==> config.mk <==
export PLATFORM = sky130hd
export DESIGN_NAME = burst_sizer
export DESIGN_NICKNAME = d
export VERILOG_FILES = /design/src/rtl/bsz_pkg.sv /design/src/rtl/bsz_serdiv.sv /design/src/rtl/bsz_shape.sv /design/src/rtl/burst_sizer.sv
export SDC_FILE = /design/constraint.sdc
export NUM_CORES = 1
export LEC_CHECK = 0
export ABC_AREA = 1
export BUFFER_PORTS_ARGS = -buffer_cell sky130_fd_sc_hd__buf_2
export CAP_MARGIN = 10
export CELL_PAD_IN_SITES_DETAIL_PLACEMENT = 1
export CELL_PAD_IN_SITES_GLOBAL_PLACEMENT = 1
export CORE_UTILIZATION = 40
export CTS_BUF_LIST = sky130_fd_sc_hd__clkbuf_4
export DETAILED_ROUTE_END_ITERATION = 8
export GPL_TIMING_DRIVEN = 0
export PLACE_DENSITY = 0.88
export SYNTH_ARGS = -nofsm -noshare
export SYNTH_HDL_FRONTEND = slang
export SYNTH_HIERARCHICAL = 1
export SYNTH_SLANG_ARGS = --single-unit
export TNS_END_PERCENT = 100
==> constraint.sdc <==
create_clock -name clk -period 3.1 [get_ports clk]
set_clock_uncertainty 0.2 [all_clocks]
set_input_delay 0.465 -clock clk [delete_from_list [all_inputs] [get_ports clk]]
set_output_delay 0.465 -clock clk [all_outputs]
set_load 0.02 [all_outputs]
==> src/rtl/bsz_pkg.sv <==
package bsz_pkg;
  typedef enum logic [2:0] {
    S_IDLE  = 3'd0,
    S_CEIL  = 3'd1,
    S_CHECK = 3'd2,
    S_MOD   = 3'd3,
    S_DONE  = 3'd4
  } bsz_state_e;
endpackage

==> src/rtl/bsz_serdiv.sv <==
module bsz_serdiv #(
  parameter int W = 16
) (
  input  logic         clk,
  input  logic         rst_n,
  input  logic         go,
  input  logic [W-1:0] dividend,
  input  logic [W-1:0] divisor,
  output logic         busy,
  output logic         done,
  output logic [W-1:0] quot,
  output logic [W-1:0] rem
);
  localparam int CW = $clog2(W + 1);

  logic [CW-1:0] cnt_q;
  logic [W-1:0]  dvs_q;
  logic [W-1:0]  dvd_q;
  logic [W:0]    part;
  logic [W:0]    diff;

  always_comb begin
    part = {rem, quot[W-1]};
    diff = part - {1'b0, dvs_q};
  end

  always_ff @(posedge clk) begin
    if (!rst_n) begin
      busy  <= 1'b0;
      done  <= 1'b0;
      quot  <= '0;
      rem   <= '0;
      dvs_q <= '0;
      dvd_q <= '0;
      cnt_q <= '0;
    end else begin
      done <= 1'b0;
      if (go) begin
        quot  <= dividend;
        rem   <= '0;
        dvs_q <= divisor;
        dvd_q <= dividend;
        cnt_q <= CW'(W);
        busy  <= 1'b1;
      end else if (busy) begin
        if (!diff[W]) begin
          rem  <= diff[W-1:0];
          quot <= {quot[W-2:0], 1'b1};
        end else begin
          rem  <= part[W-1:0];
          quot <= {quot[W-2:0], 1'b0};
        end
        cnt_q <= cnt_q - CW'(1);
        if (cnt_q == CW'(1)) begin
          busy <= 1'b0;
          done <= 1'b1;
        end
      end
    end
  end

  AST_DIV_EXACT: assert property (@(posedge clk) disable iff (!rst_n)
    done |-> ((2*W)'(quot) * (2*W)'(dvs_q) + (2*W)'(rem) == (2*W)'(dvd_q)) && (rem < dvs_q));
  AST_DIV_NO_OVERLAP: assert property (@(posedge clk) disable iff (!rst_n)
    go |-> !busy);
endmodule

==> src/rtl/bsz_shape.sv <==
module bsz_shape #(
  parameter int W = 16
) (
  input  logic         err,
  input  logic [W-1:0] pkt,
  output logic [W-1:0] thresh
);
  always_comb begin
    if (err)             thresh = '0;
    else if (pkt == '0)  thresh = W'(1);
    else                 thresh = pkt;
  end
endmodule

==> src/rtl/burst_sizer.sv <==
module burst_sizer #(
  parameter int W = 16
) (
  input  logic         clk,
  input  logic         rst_n,
  input  logic         start_i,
  input  logic         thr_mode_i,
  input  logic [W-1:0] period_i,
  input  logic [W-1:0] max_thr_i,
  input  logic [W-1:0] chans_i,
  output logic         busy_o,
  output logic         done_o,
  output logic         err_o,
  output logic [W-1:0] pkt_o,
  output logic [W-1:0] thresh_o
);
  import bsz_pkg::*;

  bsz_state_e   state_q;
  logic [W-1:0] p_q, m_q, d_q, pkt_q;
  logic         err_q, mode_q;

  logic         div_go, div_busy, div_done;
  logic [W-1:0] div_dvd, div_dvs, div_q, div_r;

  always_comb begin
    div_go  = 1'b0;
    div_dvd = p_q;
    div_dvs = d_q;
    if (state_q == S_IDLE) begin
      div_dvd = period_i;
      div_dvs = max_thr_i;
      div_go  = start_i && thr_mode_i && (period_i != '0) && (max_thr_i != '0);
    end else if (state_q == S_CHECK) begin
      div_go  = (d_q != p_q);
    end
  end

  bsz_serdiv #(.W(W)) u_div (
    .clk      (clk),
    .rst_n    (rst_n),
    .go       (div_go),
    .dividend (div_dvd),
    .divisor  (div_dvs),
    .busy     (div_busy),
    .done     (div_done),
    .quot     (div_q),
    .rem      (div_r)
  );

  always_ff @(posedge clk) begin
    if (!rst_n) begin
      state_q <= S_IDLE;
      p_q     <= '0;
      m_q     <= '0;
      d_q     <= '0;
      pkt_q   <= '0;
      err_q   <= 1'b0;
      mode_q  <= 1'b0;
    end else begin
      unique case (state_q)
        S_IDLE: if (start_i) begin
          p_q    <= period_i;
          m_q    <= max_thr_i;
          mode_q <= thr_mode_i;
          if (!thr_mode_i) begin
            err_q   <= 1'b0;
            pkt_q   <= (chans_i > W'(1)) ? chans_i : '0;
            state_q <= S_DONE;
          end else if (period_i == '0 || max_thr_i == '0) begin
            err_q   <= 1'b1;
            pkt_q   <= '0;
            state_q <= S_DONE;
          end else begin
            err_q   <= 1'b0;
            pkt_q   <= '0;
            state_q <= S_CEIL;
          end
        end
        S_CEIL: if (div_done) begin
          d_q     <= div_q + W'(div_r != '0);
          state_q <= S_CHECK;
        end
        S_CHECK: begin
          if (d_q == p_q) begin
            err_q   <= 1'b1;
            pkt_q   <= '0;
            state_q <= S_DONE;
          end else begin
            state_q <= S_MOD;
          end
        end
        S_MOD: if (div_done) begin
          if (div_r == '0) begin
            pkt_q   <= div_q;
            state_q <= S_DONE;
          end else begin
            d_q     <= d_q + W'(1);
            state_q <= S_CHECK;
          end
        end
        S_DONE:  state_q <= S_IDLE;
        default: state_q <= S_IDLE;
      endcase
    end
  end

  bsz_shape #(.W(W)) u_shape (
    .err    (err_q),
    .pkt    (pkt_q),
    .thresh (thresh_o)
  );

  assign busy_o = (state_q != S_IDLE);
  assign done_o = (state_q == S_DONE);
  assign err_o  = err_q;
  assign pkt_o  = pkt_q;

  AST_DONE_PULSE: assert property (@(posedge clk) disable iff (!rst_n)
    done_o |=> !done_o);
  AST_ERR_ZERO_PKT: assert property (@(posedge clk) disable iff (!rst_n)
    (done_o && err_o) |-> (pkt_o == '0) && (thresh_o == '0));
  AST_PKT_DIVIDES: assert property (@(posedge clk) disable iff (!rst_n)
    (done_o && !err_o && mode_q) |-> (pkt_o != '0) && (pkt_o <= m_q) &&
      ((p_q % ((pkt_o == '0) ? W'(1) : pkt_o)) == '0));
  AST_THR_NONZERO: assert property (@(posedge clk) disable iff (!rst_n)
    (done_o && !err_o) |-> (thresh_o != '0));
  AST_BUSY_IGNORES_START: assert property (@(posedge clk) disable iff (!rst_n)
    busy_o |=> $stable(p_q) && $stable(m_q) && $stable(mode_q));
  AST_RESULT_HOLD: assert property (@(posedge clk) disable iff (!rst_n)
    (!busy_o && !start_i) |=> $stable(pkt_o) && $stable(err_o));
  AST_DIV_ONLY_SEARCH: assert property (@(posedge clk) disable iff (!rst_n)
    div_busy |-> (state_q == S_CEIL || state_q == S_MOD));
endmodule

==> results.yml, run 1 <==
global_routing:
  antenna_found_initial: 1
  grt_usage: 0.273
  overflow: 0
  grt_pass1_wl_um: 41900
  grt_pass1_vias: 8309
  grt_start_max_net_pins: 19
cells_and_area:
  fill_cells: 2575
  fin_nets: 1422
  area_growth_pct: 11.6
  layout-drive-gt1-share: 0.127
  layout.cells.non_filler: 1583
timing:
  drv_slew: 0
  setup_viol: 0
  slew_headroom: 0.568
  hold-worst-slack_ps: 86.3
  worstMarginPinSlew_ps: 643
  rsz0062_at_grt: "false"
  max_freq_ghz: 0.348
  min_period_ps: 2870
  hold_viol: 0
  finalCritPeriodShare: 0.926
place:
  routabilityCongestion: 0.940
  port_buffers: 86
  dp_hpwl_um: 21200
  place_inst: 1567
clock_tree:
  cts_root_buf: "clkbuf_4"
  cts_buffers: 9
  h-tree-depth: 3
  clkTransAtPathRegs_ps: 190
  cts_tree: "done"
  cts.sinks: 107
  postCtsSetupRepairBufs: 0
  clk_latency_ps: 500
  max-clock-path-buffers: 2
yosys:
  synth_nets: 1326
  yosysTopAreaCellShare: 0.285
  synth_edf_count: 0
  synth_area_leader_cell: "dfxtp_1"
  synth.area.top_cells: "dfxtp_1, nand2_1, inv_1"
  ys_seq_area_frac: 0.285
  avgSynthCellArea_um2: 6.00
  synth-main-ff-cell: "dfxtp_1"
  ys_async_sr_fraction: 0
  ys_ff_latch: 107
  yosys_warnings: 6
  synth_cell_types: 45
  synth_cells: 1252
  netlist_area_um2: 7510
setup_path:
  reg2reg_setup_slack_ps: 230
  critPathSlowestCell: "dfxtp_1"
  r2r-end: "u_div/quot[7]$_SDFFE_PN0P_"
  worstReg2RegStart: "d_q[5]$_SDFFE_PN0P_"
  r2r_cells: 15
  critPathKind: "flip-flop to flip-flop"
  cp-end-kind: "flip-flop"
  required_ps: 3360
  crit_path_start: "d_q[5]$_SDFFE_PN0P_"
  arrival_ps: 3130
  critPathMaxStageDelay_ps: 570
  cp_cell_sequence: "inv_2 > nand2_1 > nand2_1 > nor2_1 > nand2_1 > nor2_2 > nand2_2 > nand2_4 > nand2_1 > nor2_2 > inv_1 > clkbuf_1 > o221ai_1 > nand2_1 > inv_1"
  crit_top_cell: "nand2_1"
  path_max_fanout: 10
  crit_path_start_kind: "flip-flop"
routing:
  routed-wl-met3_um: 1480
  vias: 8361
  ant_nets: 0
  drt_iter0_markers: 420
  routed_wl_um: 26100
  dr.max_layer_used: "met4"
  first_pass_iters: 7
  wl_per_cell_um: 16.5
  drc: 8
  viasPerCell: 5.28
  met2_length_um: 11700
  met1Wirelength_um: 12200
floorplan:
  num_io_pins: 87
  die_x_um: 139
  rows: 49
  die_y_um: 139
  die_area_um2: 19300
  core_region_area_um2: 18200
  start_util: 0.413
outcome:
  failed_checks: "DRC"
  status: "complete, but fails checks"
job:
  cap_viol_max_count: 0
pwr:
  leakage_nw: 4.11
  power_density_nw_per_um2: 689
  vdd_drop_max_mv: 0.243
hold_path:
  worstHoldPathCells: 3
  hold_end: "p_q[15]$_SDFFE_PN0P_"
  hold_start: "period_i[15]"
  hold_class: "input port to flip-flop"
[where the power goes]
part | switching, W | internal [W] | total (W)
Clock | 0.000512 | 0.000254 | 0.000765
Sequential | 0.000188 | 0.00157 | 0.00176
Combinational | 0.00217 | 0.00108 | 0.00325
Total | 0.00287 | 0.00290 | 0.00577
[kinds of logic (layout without fill, tap and decap cells)]
family | after synthesis | in the layout | share of synthesized area
xor+xnor | 15 | 15 | 0.0175
simple gates | 652 | 652 | 0.375
compound gates | 208 | 208 | 0.152
flops | 107 | 107 | 0.285
buf+inv | 248 | 349 | 0.133
other cells | 0 | 1 | 0
fa+ha+maj | 22 | 22 | 0.0376
[sequential cells by signal (all words and copies together), names as in the netlist]
signal       cells
d_q             16
p_q             16
pkt_o           16
u_div/dvs_q     16
u_div/quot      16
u_div/rem       16
u_div/cnt_q      5
state_q          3
err_o            1
u_div/busy       1
u_div/done       1
[layout make-up]
| cell class | instances | area (um2) | share of cell area |
|---|---|---|---|
| Antenna cell | 1 | 2.50 | 0.000299 |
| Buffer | 45 | 243 | 0.0290 |
| Clock buffer | 9 | 67.6 | 0.00806 |
| Clock inverter | 7 | 75.1 | 0.00896 |
| Inverter | 202 | 761 | 0.0907 |
| Multi-Input combinational cell | 897 | 4370 | 0.522 |
| Sequential cell | 107 | 2140 | 0.256 |
| Tap cell | 229 | 287 | 0.0342 |
| Timing Repair Buffer | 86 | 430 | 0.0513 |
[through the flow]
stage          utilization  power, W  worst slack (ps)  TNS, ps  instance area [um2]
2_1_floorplan            -   0.00408               774        0                 7510
3_3_place_gp         0.452   0.00485             -43.0     -336                 8230
3_5_place_dp         0.452   0.00500              -137    -1120                 8230
4_1_cts              0.460   0.00577              64.8        0                 8380
5_1_grt              0.460   0.00625              55.8        0                 8380
6_report             0.460   0.00577               228        0                 8380
[worst max path at each step]
stage	endpoint	slack, ps	cells after the start
global route	u_div/quot[12]$_SDFFE_PN0P_	60	15
floorplan	u_div/rem[8]$_SDFFE_PP0P_	770	16
detailed placement	u_div/rem[10]$_SDFFE_PP0P_	-140	10
finish	u_div/quot[7]$_SDFFE_PN0P_	230	15
global placement	u_div/rem[15]$_SDFFE_PP0P_	-40	10
CTS	u_div/dvs_q[12]$_SDFFE_PN0P_	60	14
[layer usage]
layer  GRT usage  up-vias
li1            -     4151
met1       0.366     3946
met2       0.446      222
met3      0.0439       42
met4      0.0865        0
met5           0        -
[synth_stat cells (4+ instances only)]
master	n
nor2_2	4
xor2_1	15
nand2_2	16
clkbuf_1	28
nand4_1	13
nor3_1	13
ha_1	21
inv_1	188
buf_6	8
nor4_1	7
o21ai_0	95
o221ai_1	6
nor2_1	136
nand2_1	357
inv_2	11
a22oi_1	7
o22ai_1	4
a21oi_1	75
dfxtp_1	107
nand3b_1	15
a31oi_1	4
nand3_1	75
buf_2	8
o21ai_1	5
nand2_4	4
[timing repair]
item / CTS / global route
hold buffers: 0 / 0
gates resized for setup: 2 / 8
endpoints found under the setup margin: 10 / 35
[worst max-delay path: cells and delay by family (launching register included)]
kind / cells / cell delay [ps]
AOI/OAI and AO/OA: 1 / 260
buffers and inverters: 4 / 610
DFF: 1 / 570
and+or+nand+nor: 10 / 1210
[cells in the final DEF, fill, tap and decap left out, types with 8 or more instances in the layout]
| cell | n |
|---|---|
| nor2_1 | 134 |
| inv_2 | 11 |
| xor2_1 | 15 |
| nand3b_1 | 15 |
| a21oi_1 | 75 |
| inv_1 | 188 |
| clkbuf_1 | 25 |
| ha_1 | 21 |
| clkbuf_4 | 9 |
| nand2_1 | 357 |
| buf_6 | 8 |
| buf_2 | 94 |
| nand4_1 | 13 |
| dfxtp_1 | 105 |
| nor3_1 | 13 |
| o21ai_0 | 95 |
| nand3_1 | 75 |
| nand2_2 | 16 |
(Power assumes the default switching activity.)
==> run 2, diff against run 1 <==
--- a/config.mk
+++ b/config.mk
@@ -14,7 +14,7 @@
 export CTS_BUF_LIST = sky130_fd_sc_hd__clkbuf_4
 export DETAILED_ROUTE_END_ITERATION = 8
 export GPL_TIMING_DRIVEN = 0
-export PLACE_DENSITY = 0.88
+export PLACE_DENSITY_LB_ADDON = 0.1
 export SYNTH_ARGS = -nofsm -noshare
 export SYNTH_HDL_FRONTEND = slang
 export SYNTH_HIERARCHICAL = 1
==> constraint.sdc (replaced) <==
create_clock -name clk -period 3.15 [get_ports clk]
set_clock_uncertainty 0.2 [all_clocks]
set_input_delay 0.4725 -clock clk [delete_from_list [all_inputs] [get_ports clk]]
set_output_delay 0.4725 -clock clk [all_outputs]
set_load 0.02 [all_outputs]
==> run 2 against run 1 <==
  * The flow still finishes with violations (DRC)
  * Total power fell by 2.6%
  * Global-route usage rose by 0.72 points
  * Register-to-register slack got worse by 20 ps
  * First-iteration DRC count rose by 15%
  * Fmax fell by 2.5%
  * Worst setup slack got worse by 24 ps
  * Final cell count barely moved
  * Non-clock buffer count rose by 1
  * Cell area fell by 0.16%
  * Largest cell class unchanged
==> results.yml, run 2 (same netlist as run 1, synthesis figures left out) <==
floorplan:
  die_x_um: 139
  core_region_area_um2: 18200
  die_area_um2: 19300
  start_util: 0.413
  die_y_um: 139
  rows: 49
  num_io_pins: 87
setup_path:
  worst-path-stages: 16
  critPathBufInv: 3
  path_max_fanout: 10
  crit_path_start: "u_div/quot[15]$_SDFFE_PN0P_"
  critPathSlowestCell: "dfxtp_1"
  critPathMaxStageDelay_ps: 490
  crit_path_start_kind: "flip-flop"
  arrival_ps: 3130
  cp_cell_sequence: "inv_1 > ha_1 > fa_1 > inv_1 > nand2_1 > nand2_1 > nand3_2 > nand2_2 > nand2_4 > nand2_2 > nand2_4 > nand2_4 > buf_6 > nand2_1 > nand3_1 > a21oi_2"
  r2r_cells: 16
  required_ps: 3330
  crit_family: "simple AND/OR/NAND/NOR gates"
  critPathKind: "flip-flop to flip-flop"
  worstReg2RegStart: "u_div/quot[15]$_SDFFE_PN0P_"
  cp-end-kind: "flip-flop"
clock_tree:
  max-clock-path-buffers: 2
  cts_hold_buf: 0
  postCtsSetupRepairBufs: 0
  cts.sinks: 107
  clkTransAtPathRegs_ps: 190
  cts_tree: "done"
  clk_latency_ps: 500
  cts_root_buf: "clkbuf_4"
  cts_buffers: 9
  h-tree-depth: 3
cells_and_area:
  fin_nets: 1423
  multiInputGateArea_um2: 4370
  layout-drive-gt1-share: 0.126
  fin_util: 0.460
  ff_latch_area_um2: 2140
  area_growth_pct: 11.4
  fill_cells: 2613
  layout.cells.most_common_list: "nand2_1, inv_1, nor2_1"
  layout.cells.non_filler: 1584
  layout_commonest_cell: "nand2_1"
routing:
  ant_nets: 0
  viasPerCell: 5.20
  drc: 8
  vias: 8239
  routed_wl_um: 26200
  first_pass_iters: 7
  drt_iter0_markers: 482
  wl_per_cell_um: 16.5
timing:
  finalSetupTns_ps: 0
  slew_headroom: 0.515
  hold-worst-slack_ps: 69.8
  max_freq_ghz: 0.339
  finalCritPeriodShare: 0.935
  worstMarginPinSlew_ps: 722
  rsz0062_at_grt: "false"
  setup_viol: 0
  drv_slew: 0
  hold_viol: 0
  min_period_ps: 2950
global_routing:
  grt_pass1_vias: 8191
  antenna_found_initial: 1
  use_met2: 0.455
  top_usage_layer: "met2"
  grt_use_met1: 0.391
  grt_usage: 0.280
  overflow: 0
  use_met3: 0.0338
  grt_pass1_wl_um: 42700
  grt_start_max_net_pins: 20
outcome:
  status: "complete, but fails checks"
  failed_checks: "DRC"
job:
  cap_viol_max_count: 0
pwr:
  vdd_drop_max_mv: 0.208
  leakage_nw: 4.10
  power_density_nw_per_um2: 672
hold_path:
  hold_class: "input port to flip-flop"
  hold_start: "rst_n"
  worstHoldPathCells: 3
place:
  port_buffers: 86
  dp_hpwl_um: 21400
  routabilityCongestion: 0.890
  place_inst: 1567
run 2: changes by cell type in the layout (fill, tap and decap cells not counted):
cell	previous run	this run
clkbuf_1	25	27
clkbuf_2	3	2
inv_6	2	1
inv_4	1	0
inv_8	1	2
clkinv_4	0	2
bufinv_16	1	0
run 2: tightest hold or removal path: stages:
cell	delay [ps]
buf_2	150
o21ai_0	80
a21oi_1	40
run 2: metrics by stage:
step           instance area [um2]  power, W  setup slack (ps)
5_1_grt                       8370   0.00614              26.0
3_5_place_dp                  8230   0.00491             -55.5
3_3_place_gp                  8230   0.00482              8.64
2_1_floorplan                 7510   0.00402               824
6_report                      8370   0.00562               204
4_1_cts                       8360   0.00562               104
run 2: final cells by class:
class,instances,area share
Sequential cell,107,0.256
Timing Repair Buffer,86,0.0514
Clock inverter,7,0.00718
Antenna cell,1,0.000299
Tap cell,229,0.0342
Multi-Input combinational cell,897,0.522
Clock buffer,9,0.00807
Buffer,46,0.0293
Inverter,202,0.0907
run 2: per-layer routing:
metal / wire [um] / share of wire
met1: 13000 / 0.50
met5: 0 / 0
met4: 379 / 0.014
met3: 1300 / 0.050
met2: 11500 / 0.44
run 2: what timing repair did:
item,4_1_cts,5_1_grt
endpoints found under the setup margin,9,26
endpoints found under the hold margin,0,0
gates resized for setup,1,6
run 2: power breakdown:
group          total [W]  switching, W  internal (W)  leakage (nW)
combinational    0.00319       0.00213       0.00106          3.16
clock           0.000711      0.000535      0.000177        0.0680
sequential       0.00172      0.000178       0.00155         0.876
total            0.00562       0.00284       0.00278          4.10
run 2: path summary, 6_finish.rpt:
kind	slack [ps]	endpoint
max	200	u_div/rem[8]$_SDFFE_PP0P_
min	70	u_div/dvs_q[15]$_SDFFE_PN0P_
max reg2reg	200	u_div/rem[8]$_SDFFE_PP0P_
min reg2reg	280	u_div/dvs_q[3]$_SDFFE_PN0P_
==> run 3, diff against run 2 <==
--- a/config.mk
+++ b/config.mk
@@ -10,11 +10,13 @@
 export CAP_MARGIN = 10
 export CELL_PAD_IN_SITES_DETAIL_PLACEMENT = 1
 export CELL_PAD_IN_SITES_GLOBAL_PLACEMENT = 1
+export CORE_MARGIN = 10
 export CORE_UTILIZATION = 40
 export CTS_BUF_LIST = sky130_fd_sc_hd__clkbuf_4
 export DETAILED_ROUTE_END_ITERATION = 8
 export GPL_TIMING_DRIVEN = 0
 export PLACE_DENSITY_LB_ADDON = 0.1
+export SKIP_LAST_GASP = 1
 export SYNTH_ARGS = -nofsm -noshare
 export SYNTH_HDL_FRONTEND = slang
 export SYNTH_HIERARCHICAL = 1
==> run 3 against run 2 <==
  * The flow now finishes without violations
  * Die area up 28%
  * Wire length grew 4.4%
  * Combinational power about the same
  * Cell area is 0.22% higher
==> results.yml, run 3 (same netlist as run 1, synthesis figures left out) <==
routing:
  met2_length_um: 13500
  vias: 8200
  ant_nets: 0
  first_pass_iters: 5
  viasPerCell: 5.16
  wl_per_cell_um: 17.2
  routed_wl_um: 27300
  dr.max_layer_used: "met4"
  drc: 0
  routed-wl-met3_um: 786
  drt_iter0_markers: 273
  met1Wirelength_um: 12000
pwr:
  vdd_drop_max_mv: 0.240
  power_density_nw_per_um2: 673
  leakage_nw: 4.11
  power_w: 0.00565
timing:
  slew_headroom: 0.588
  rsz0062_at_grt: "false"
  min_period_ps: 2920
  drv_slew: 0
  max_freq_ghz: 0.343
  finalCritPeriodShare: 0.927
  hold-worst-slack_ps: 60.4
  worstMarginPinSlew_ps: 617
  hold_viol: 0
  setup_viol: 0
hold_path:
  hold_class: "input port to flip-flop"
  hold_end: "p_q[10]$_SDFFE_PN0P_"
  worstHoldPathCells: 3
  hold_start: "period_i[10]"
floorplan:
  core_region_area_um2: 18600
  rows: 50
  start_util: 0.404
  die_y_um: 157
  die_area_um2: 24700
  die_x_um: 157
  num_io_pins: 87
clock_tree:
  cts_root_buf: "clkbuf_4"
  clkTransAtPathRegs_ps: 190
  cts_hold_buf: 0
  max-clock-path-buffers: 2
  h-tree-depth: 3
  cts_buffers: 9
  postCtsSetupRepairBufs: 0
  cts.sinks: 107
  clk_latency_ps: 520
  cts_tree: "done"
setup_path:
  path_max_fanout: 11
  r2r_cells: 14
  critPathKind: "flip-flop to flip-flop"
  worstReg2RegStart: "d_q[10]$_SDFFE_PN0P_"
  reg2reg_setup_slack_ps: 230
  crit_path_start_kind: "flip-flop"
  cp-end-kind: "flip-flop"
  required_ps: 3420
  r2r-end: "u_div/quot[4]$_SDFFE_PN0P_"
  arrival_ps: 3190
global_routing:
  grt_usage: 0.220
  overflow: 0
  antenna_found_initial: 1
  grt_start_max_net_pins: 21
  grt_pass1_vias: 8221
  grt_pass1_wl_um: 42900
cells_and_area:
  layout-drive-gt1-share: 0.127
  layout_commonest_cell: "nand2_1"
  layout.cells.most_common_list: "nand2_1, inv_1, nor2_1"
  fin_area_um2: 8390
  area_growth_pct: 11.7
  fin_nets: 1422
place:
  routabilityCongestion: 0.901
  port_buffers: 86
  place_area_um2: 8240
  dp_hpwl_um: 22600
outcome:
  status: "finished, final reports clean"
job:
  cap_viol_max_count: 0
run 3: what timing repair did:
item / 4_1_cts / 5_1_grt
resized for setup: 1 / 8
setup endpoints to repair: 10 / 25
endpoints found under the hold margin: 0 / 0
run 3: where the power goes:
| part | switching (W) | internal (W) |
|---|---|---|
| logic | 0.00213 | 0.00106 |
| clock network | 0.000540 | 0.000184 |
| registers | 0.000180 | 0.00155 |
| total | 0.00285 | 0.00279 |
run 3: worst max-delay path: stages (launching register included):
cell      delay [ps]
dfxtp_1          550
inv_2            150
nand2_1           80
nand2_1           40
nor2_1            90
nand2_1           90
nor2_2           210
nand2_2          100
nand2_4          100
nand2_1          130
inv_1            350
nand2_1          330
o221ai_1         290
nand2_1          100
inv_1             70
run 3: worst max path at each step:
stage | startpoint | end | depth (start not counted)
final | d_q[10]$_SDFFE_PN0P_ | u_div/quot[4]$_SDFFE_PN0P_ | 14
after global routing | d_q[10]$_SDFFE_PN0P_ | u_div/rem[9]$_SDFFE_PP0P_ | 14
after CTS | d_q[14]$_SDFFE_PN0P_ | u_div/quot[4]$_SDFFE_PN0P_ | 15
after detailed placement | period_i[7] | u_div/rem[14]$_SDFFE_PP0P_ | 11
after global placement | period_i[7] | u_div/rem[14]$_SDFFE_PP0P_ | 11
after floorplan | u_div/quot[15]$_SDFFE_PN0P_ | u_div/rem[8]$_SDFFE_PP0P_ | 16
run 3: final cells by class:
cell class	instances	area (um2)
fillers	2634	10200
multi-input cells	897	4380
flip-flops and latches	107	2140
inverters	202	759
repair buffers	86	430
well taps	234	293
plain buffers	45	243
clock inverters	7	71.3
clock buffers	9	67.6
diodes	1	2.50
run 3: routing by layer:
metal,vias to the layer above,GRT usage
li1,4150,-
met4,0,0.0886
met1,3865,0.260
met2,136,0.394
met5,-,0
met3,49,0.0265
run 3: stage by stage:
stage	worst slack [ps]	utilization	instances	TNS, ps
CTS	2.73	0.451	1588	0
floorplan	824	-	1252	0
global route	39.0	0.451	1588	0
global placement	-47.1	0.443	1572	-403
detailed placement	-78.3	0.443	1572	-569
finish	231	0.451	1588	0
